### src/rtl/dual_lane_adder_pkg.sv
package dual_lane_adder_pkg;

  typedef enum logic {
    MODE_SPLIT  = 1'b0,
    MODE_JOINED = 1'b1
  } lane_mode_e;

  // One-bit full adder: returns {carry, sum}.
  function automatic logic [1:0] bit_add(input logic x, input logic y, input logic ci);
    logic s;
    logic co;
    s  = x ^ y ^ ci;
    co = (x & y) | (ci & (x ^ y));
    return {co, s};
  endfunction

  // Carry passed to the high lane for a given mode.
  function automatic logic link_carry(input lane_mode_e m, input logic low_co);
    return (m == MODE_JOINED) ? low_co : 1'b0;
  endfunction

endpackage

### src/rtl/lane_adder.sv
module lane_adder #(
  parameter int LANE_W = 32
) (
  input  logic [LANE_W-1:0] x,
  input  logic [LANE_W-1:0] y,
  input  logic              ci,
  output logic [LANE_W-1:0] s,
  output logic              co
);
  import dual_lane_adder_pkg::*;

  always_comb begin
    logic       c;
    logic [1:0] r;
    c = ci;
    s = '0;
    for (int i = 0; i < LANE_W; i++) begin
      r    = bit_add(x[i], y[i], c);
      s[i] = r[0];
      c    = r[1];
    end
    co = c;
  end
endmodule

### src/rtl/carry_link.sv
module carry_link (
  input  logic mode,
  input  logic low_co,
  output logic high_ci
);
  import dual_lane_adder_pkg::*;

  lane_mode_e m;
  assign m       = lane_mode_e'(mode);
  assign high_ci = link_carry(m, low_co);
endmodule

### src/rtl/dual_lane_adder.sv
module dual_lane_adder #(
  parameter int LANE_W = 32,
  localparam int WIDE_W = 2 * LANE_W
) (
  input  logic [WIDE_W-1:0] op_a,
  input  logic [WIDE_W-1:0] op_b,
  input  logic              dword,
  output logic [WIDE_W-1:0] sum
);
  // Internal events brought out by name for the checker.
  logic low_co;
  logic high_ci;
  logic high_co;

  lane_adder #(.LANE_W(LANE_W)) u_low (
    .x (op_a[LANE_W-1:0]),
    .y (op_b[LANE_W-1:0]),
    .ci(1'b0),
    .s (sum[LANE_W-1:0]),
    .co(low_co)
  );

  carry_link u_link (
    .mode   (dword),
    .low_co (low_co),
    .high_ci(high_ci)
  );

  lane_adder #(.LANE_W(LANE_W)) u_high (
    .x (op_a[WIDE_W-1:LANE_W]),
    .y (op_b[WIDE_W-1:LANE_W]),
    .ci(high_ci),
    .s (sum[WIDE_W-1:LANE_W]),
    .co(high_co)
  );

  // The top carry is dropped: the result wraps.
  logic unused_high_co;
  assign unused_high_co = high_co;
endmodule

### config.mk
export PLATFORM = sky130hd
export DESIGN_NAME = dual_lane_adder
export DESIGN_NICKNAME = d
export VERILOG_FILES = /design/src/rtl/dual_lane_adder_pkg.sv /design/src/rtl/lane_adder.sv /design/src/rtl/carry_link.sv /design/src/rtl/dual_lane_adder.sv
export SDC_FILE = /design/constraint.sdc
export NUM_CORES = 1
export LEC_CHECK = 0
export BUFFER_PORTS_ARGS = -buffer_cell sky130_fd_sc_hd__buf_2
export CORE_AREA = 2 2 76 78
export DETAILED_ROUTE_END_ITERATION = 8
export DIE_AREA = 0 0 78 80
export PLACE_DENSITY = 0.68
export SYNTH_ARGS = -nofsm -noshare
export SYNTH_HDL_FRONTEND = slang
export SYNTH_SLANG_ARGS = --single-unit
### constraint.sdc
create_clock -name vclk -period 81.7
set_clock_uncertainty 0.05 [all_clocks]
set_input_delay 8.17 -clock vclk [all_inputs]
set_output_delay 8.17 -clock vclk [all_outputs]
set_load 0.05 [all_outputs]
==> After elaboration in Yosys (flattened, before gate mapping) <==
Index checks and enable logic that the tools add are counted.
{ "word_totals": {"reg_bits": 0, "latchBits": 0, "ramBits": 0, "romBits": 0, "inputBits": 129, "output_inout_bits": 64, "word_cells": 315, "n_memories": 0} }
{ "op_classes": {"addsub": 0, "n_mul": 0, "n_div": 0, "order_cmp": 0, "n_eq_ne": 0, "shift": 0, "muxes": 1, "bitwise_logic": 314, "reduce_logical": 0} }
{ "ops": {"columns": ["operator", "count"], "rows": [
  ["$xor A1 B1 Y1", 127],
  ["$and A1 B1 Y1", 125],
  ["$or A1 B1 Y1", 62],
  ["$mux W1", 1]
]} }

==> Logic depth before layout (Yosys ltp) <==
Gate-level depths: netlist of the first run.
{ "logic_depth": {"word_depth": 127, "depth_mapped": 68, "mapped_depth_nobuf": 68} }

==> Hierarchy <==
From an unflattened synthesis of the first run, not the netlist that was laid out.
{ "hier_totals": {"cells_unflattened": 86, "hier_area_um2": 1366.3} }
{ "modules_own_cells": {"columns": ["module", "instances", "cells_each", "area_per_inst_um2"], "rows": [
  ["lane_adder", 2, 42, 678.2],
  ["carry_link", 1, 1, 6.3],
  ["dual_lane_adder", 1, 1, 3.8]
]} }

==> Least setup slack after synthesis of the first run <==
Ideal clock, no wire load.
{ "synth_timing": {"path_kind": "input port to output port", "from": "in op_a[0]", "to": "out sum[63]", "arrival_time_ns": 32.095, "setup_slack_ns": 41.385, "path_stages": 68, "path_buffers": 0, "cell_sequence": "ha_1 fa_1 fa_1 fa_1 fa_1 fa_1 fa_1 fa_1 fa_1 fa_1 fa_1 fa_1 fa_1 fa_1 fa_1 fa_1 fa_1 fa_1 [32 not listed] inv_1 fa_1 inv_1 fa_1 fa_1 fa_1 fa_1 fa_1 fa_1 fa_1 fa_1 fa_1 fa_1 fa_1 fa_1 fa_1 fa_1 xor3_1"} }
{ "synth_between": {"elab_chain_cells": 127} }
{ "synth_rtl": {"columns": ["item", "line", "source"], "rows": [
  ["start: declaration", "dual_lane_adder.sv:5", "input logic [WIDE_W-1:0] op_a,"],
  ["$and A1 B1 Y1 (2 in a row)", "dual_lane_adder_pkg.sv:13", "co = (x & y) | (ci & (x ^ y));"],
  ["$or A1 B1 Y1", "dual_lane_adder_pkg.sv:13", null],
  ["$and A1 B1 Y1", "dual_lane_adder_pkg.sv:13", null],
  ["$or A1 B1 Y1", "dual_lane_adder_pkg.sv:13", null],
  ["$and A1 B1 Y1", "dual_lane_adder_pkg.sv:13", null],
  ["$or A1 B1 Y1", "dual_lane_adder_pkg.sv:13", null],
  ["$and A1 B1 Y1", "dual_lane_adder_pkg.sv:13", null],
  ["$or A1 B1 Y1", "dual_lane_adder_pkg.sv:13", null],
  ["[110 not listed]", null, null],
  ["$or A1 B1 Y1", "dual_lane_adder_pkg.sv:13", null],
  ["$and A1 B1 Y1", "dual_lane_adder_pkg.sv:13", null],
  ["$or A1 B1 Y1", "dual_lane_adder_pkg.sv:13", null],
  ["$and A1 B1 Y1", "dual_lane_adder_pkg.sv:13", null],
  ["$or A1 B1 Y1", "dual_lane_adder_pkg.sv:13", null],
  ["$and A1 B1 Y1", "dual_lane_adder_pkg.sv:13", null],
  ["$or A1 B1 Y1", "dual_lane_adder_pkg.sv:13", null],
  ["$xor A1 B1 Y1", "dual_lane_adder_pkg.sv:12", "s = x ^ y ^ ci;"],
  ["end: declaration", "dual_lane_adder.sv:8", "output logic [WIDE_W-1:0] sum"]
]} }
No other way between the ends.

==> Final worst setup path of the first run <==
Same ends and word-level chain as after synthesis.

==> impl_results.md, run 1 <==
- Status: finished clean
- Antenna violations before repair: 0
- N_diodes: 0
- Synthesized area per cell: ~18 um^2
- Worst slew margin: 82.0%
- Most numerous cell on the critical path: fa_1
- Nets@finish: between 400 and 500
- Core ar.: around 5400 um^2
- Fill cells: roughly 530
- Post-cts sizing count: 0
- Antenna Nets Post-Route: 0
- P&R area growth vs syn: 80.2%
- Number of port buffers: just under 200
- Total congestion overflow: 0
- Distinct cells, synth: 5
- Post-synth top area share: between 90% and 100%
- Top Ports: between 150 and 200
- Hold Slack: 16.73 ns
- Clkbuf count: 0
- Max Clock Freq: 0.0243 GHz
- RSZ-0062 raised after global routing: false
- Post-Syn Area: 1320 um^2
- Hold path endpoint: sum[0]
- Pwr dens: between 15 and 20 nW/um^2
- Final Non-Filler Cells: roughly 340
- Final Max Slew Viols: 0
- Overall Power: 0.0412 mW
- Crit path max-delay cell type: fa_1
- Pin count of the biggest net entering global routing: 2
- Post-Place Cells: approximately 340
- Seq/Total Area, Yosys: 0%
- Layout cell share with drive strength beyond 1: between 70% and 80%
- Worst-margin pin slew: 0.271 ns
- Hold crit path type: in2out
- Yosys warnings: 0
- Initial cell density of the core: around 24%
- Via/cell ratio: 4.08
- First-pass detailed-route iteration total: 4
- DPL Wire Length: 4.66 mm
- Cell count after synthesis: 74
- Setup bufs post-CTS: 0
- Post-Route WL: roughly 4.7 mm
- Hold Path Origin: op_a[0]
- Placement Rows: 27
- Overall Global Routing Usage: ~15%
- Vias: 1382
- Worst setup EP type: primary output
- Crit path largest cell delay: 0.42 ns
- Cell taking the most area after synthesis: fa_1
- Commonest non-fill, non-tap cell in the layout: buf_2
- Mapped Nets: about 270
- 1st-iter DRT viols: 26
- Setup_tns: 0 ns
- FFs & Latches: 0
- Most frequent cells in the layout: 193 x buf_2, 62 x fa_1, 9 x inv_1
- Area contributors post-synth: fa_1 94%, inv_1 2.6%, xor3_1 1.8%
- Leakage power: ~1.3 nW
- Tmin final: just over 40 ns
- Wire per inst: 13.8 um
- GPL Wtd Cong: ~0.79
- Hold path depth: 3
- Final setup fails: 0
- Fin util: about 44%
- Critical path class: in2out
- CP startpoint kind: primary input
- DIE HEIGHT: roughly 80 um
- Die footprint: between 6000 and 7000 um^2
- Residual DRC: 0
- FF+latch area: 0 um^2
- First-pass GRT wire length: around 7.6 mm
- Period utilization: roughly half
- Vias in the first global route: between 1500 and 2000
- Max cap viols: 0
- Max IR drop VDD: 0.0138 mV
- DIE WIDTH: about 78 um
- Arr. time, crit path: about 33 ns
- Fin. Hold Viols: 0
- Req. time, crit path: around 73 ns
- Crit path max fanout: 1
- Hold_buf cts: 0
-- logic make-up (layout without fill, tap and decap cells) --
| logic type | Yosys count | count (layout) | share of synthesized area [%] |
|---|---|---|---|
| and+or+nand+nor | 1 | 1 | 0.475 |
| buffers and inverters | 9 | 202 | 2.56 |
| adders and majority gates | 63 | 63 | 95.2 |
| xor gates and xnor gates | 1 | 1 | 1.80 |
-- cells in the mapped netlist (all sizes together) --
library cell	instances
fa	62
inv	9
ha	1
nor2b	1
xor3	1
-- routing by layer --
layer / vias to the layer above / global-route usage [%] / routed length, um
li1: 601 / - / -
met1: 665 / 16.2 / 1450
met2: 116 / 30.7 / 2480
met3: 0 / 5.54 / 763
met4: 0 / 0 / 0
met5: - / 0 / 0
-- worst max path at each step --
| stage | from | to | slack, ns |
|---|---|---|---|
| floorplan | op_a[0] | sum[63] | 41.39 |
| global placement | op_a[0] | sum[63] | 40.78 |
| detailed placement | op_a[0] | sum[63] | 40.53 |
| CTS | op_a[0] | sum[63] | 40.50 |
| global route | op_a[0] | sum[63] | 39.66 |
| finish | op_a[0] | sum[63] | 40.52 |
-- worst max-delay path: cells and delay by family --
| kind | cells | cell delay [ns] |
|---|---|---|
| fa+ha+maj | 63 | 23.97 |
| buf+inv | 5 | 0.56 |
| xor+xnor | 1 | 0.19 |
| simple gates | 1 | 0.06 |
-- power breakdown --
group / internal, mW / total, mW / switching, mW / leakage [nW]
clock: 0 / 0 / 0 / 0
combinational: 0.0101 / 0.0412 / 0.0311 / 1.29
sequential: 0 / 0 / 0 / 0
total: 0.0101 / 0.0412 / 0.0311 / 1.29
-- layout make-up --
cell class | count | area (um^2) | share of cell area, %
inverter | 9 | 33.8 | 1.42
tap | 72 | 90.1 | 3.80
timing repair buffer | 193 | 966 | 40.7
multi-input combinational | 65 | 1280 | 54.1
-- per-stage QoR --
stage / worst slack [ns] / instance area (um^2)
global placement: 40.78 / 2370
global route: 39.66 / 2370
detailed placement: 40.53 / 2370
CTS: 40.50 / 2370
finish: 40.52 / 2370
floorplan: 41.39 / 1320
(Power assumes the default switching activity.)
==> run 2: changes to the inputs <==
--- a/config.mk
+++ b/config.mk
@@ -6,10 +6,10 @@
 export NUM_CORES = 1
 export LEC_CHECK = 0
 export BUFFER_PORTS_ARGS = -buffer_cell sky130_fd_sc_hd__buf_2
-export CORE_AREA = 2 2 76 78
+export CORE_AREA = 2 2 74 76
 export DETAILED_ROUTE_END_ITERATION = 8
-export DIE_AREA = 0 0 78 80
-export PLACE_DENSITY = 0.68
+export DIE_AREA = 0 0 76 78
+export PLACE_DENSITY = 0.74
 export SYNTH_ARGS = -nofsm -noshare
 export SYNTH_HDL_FRONTEND = slang
 export SYNTH_SLANG_ARGS = --single-unit
==> constraint.sdc (replaced) <==
create_clock -name vclk -period 37.1
set_clock_uncertainty 0.05 [all_clocks]
set_input_delay 3.71 -clock vclk [all_inputs]
set_output_delay 3.71 -clock vclk [all_outputs]
set_load 0.05 [all_outputs]
==> run 2 against run 1 <==
Net effect: critical path depth did not move; total power grew 120%; sequential share of layout area did not move; global-route usage rose by 0.74 points; flip-flop and latch count is the same; via count decreased by 0.58%; clock-buffer cell count stayed put; wire length grew 1.6%; core utilization increased by 3.1 points; hold slack got worse by 8.9 ns; non-clock buffer count unchanged; first-iteration DRC count decreased by 69%; critical endpoint unchanged.
==> impl_results.md, run 2 (synthesis gave the netlist of run 1 again) <==
- Post-Route WL: 4.76 mm (+1.6%)
- Residual DRC: 0 (unchanged)
- DPL Wire Length: 4.73 mm (+1.4%)
- Hold crit path type: in2out
- Worst slew margin: 81.7% (-0.33 points)
- Final Non-Filler Cells: 337 (-0.59%)
- Post-Place Cells: 337 (-0.59%)
- Hold_buf cts: 0 (unchanged)
- Layout cell share with drive strength beyond 1: 72.3% (unchanged)
- Antenna violations before repair: 0 (unchanged)
- First-pass detailed-route iteration total: 2 (-2)
- Leakage power: 1.29 nW (unchanged)
- GPL Wtd Cong: 0.806 (+1.4%)
- Placement Rows: 26 (-3.7%)
- Max IR drop VDD: 0.0377 mV (+170%)
- Antenna Nets Post-Route: 0 (unchanged)
- RSZ-0062 raised after global routing: false
- Pin count of the biggest net entering global routing: 2 (unchanged)
- Top Ports: 193 (unchanged)
- Hold Slack: 7.83 ns (-8.91 ns)
- Initial cell density of the core: 26.1% (+1.8 points)
- DIE HEIGHT: 78 um (-2.5%)
- Core ar.: 5040 um^2 (-6.7%)
- 1st-iter DRT viols: 8 (-69%)
- Clkbuf count: 0 (unchanged)
- DIE WIDTH: 76 um (-2.6%)
- N_diodes: 0 (unchanged)
- Commonest non-fill, non-tap cell in the layout: buf_2
- Via/cell ratio: 4.08 (about the same)
- Status: finished clean
- Fin. Hold Viols: 0 (unchanged)
- Max cap viols: 0 (unchanged)
- Vias in the first global route: 1634 (+1.7%)
- Crit path max fanout: 1 (unchanged)
- Arr. time, crit path: 28.66 ns (-4.31 ns)
- P&R area growth vs syn: 80.0%
- Setup WS post-layout: 4.68 ns (-35.84 ns)
- Worst-margin pin slew: 0.276 ns (+0.00499 ns)
- Nets@finish: 461 (unchanged)
- Critical path class: in2out
- Post-cts sizing count: 0 (unchanged)
- FF+latch area: 0 um^2 (unchanged)
- FFs & Latches: 0 (unchanged)
- Vias: 1374 (-0.58%)
- Wire per inst: 14.1 um (+2.2%)
- Hold Path Origin: op_b[0]
- Total congestion overflow: 0 (unchanged)
- Post-Place Worst Slack: 4.65 ns (-35.88 ns)
- Setup bufs post-CTS: 0 (unchanged)
- Final setup fails: 0 (unchanged)
- Most frequent cells in the layout: 193 x buf_2, 62 x fa_1, 9 x inv_1
- Worst setup EP type: primary output
- Max Clock Freq: ~0.031 GHz
- CP startpoint kind: primary input
- Setup_tns: 0 ns (unchanged)
- Tmin final: approximately 32 ns
- Most numerous cell on the critical path: fa_1
- Req. time, crit path: 33.34 ns (-40.14 ns)
- Hold path endpoint: sum[0]
- Number of port buffers: 193 (unchanged)
- Overall Global Routing Usage: 16.0% (+0.74 points)
- Hold path depth: 3 (unchanged)
- Crit path max-delay cell type: fa_1
- Crit path largest cell delay: 0.42 ns (about the same)
- Final Max Slew Viols: 0 (unchanged)
- Pwr dens: 38.3 nW/um^2 (+120%)
- Period utilization: approximately 90%
- Die footprint: 5930 um^2 (-5.0%)
- First-pass GRT wire length: 7.59 mm (+0.28%)
[run 2: metrics by stage]
stage	util, %	total power, mW	instance area, um^2
CTS	47.0	0.0918	2370
detailed placement	47.0	0.0916	2370
floorplan	-	0.0750	1320
global placement	47.0	0.0904	2370
finish	47.0	0.0908	2370
global route	47.0	0.0962	2370
[run 2: cell type report]
| class | instances | area [um^2] |
|---|---|---|
| fill | 470 | 2670 |
| timing repair buffer | 193 | 966 |
| inverter | 9 | 33.8 |
| tap | 70 | 87.6 |
| multi-input combinational | 65 | 1280 |
[run 2: worst max-delay path: cells and delay by family]
kind / cells / cell delay [ns]
buffers and inverters: 5 / 0.56
xor gates and xnor gates: 1 / 0.19
adders and majority gates: 63 / 24.15
and+or+nand+nor: 1 / 0.06
[run 2: worst max path at each step]
stage | start | to | cells after the start
floorplan | op_a[0] | sum[63] | 68
global placement | op_a[0] | sum[63] | 70
detailed placement | op_a[0] | sum[63] | 70
CTS | op_a[0] | sum[63] | 70
global route | op_a[0] | sum[63] | 70
finish | op_a[0] | sum[63] | 70
[run 2: power breakdown]
group / internal, mW / switching (mW) / total [mW]
registers: 0 / 0 / 0
clock network: 0 / 0 / 0
logic: 0.0221 / 0.0686 / 0.0908
[run 2: routing by layer]
layer	vias to the layer above	track usage [%]	wire [um]
li1	601	-	-
met3	6	5.70	640
met2	118	32.6	2620
met4	0	2.36	69
met5	-	0	0
met1	649	15.8	1430
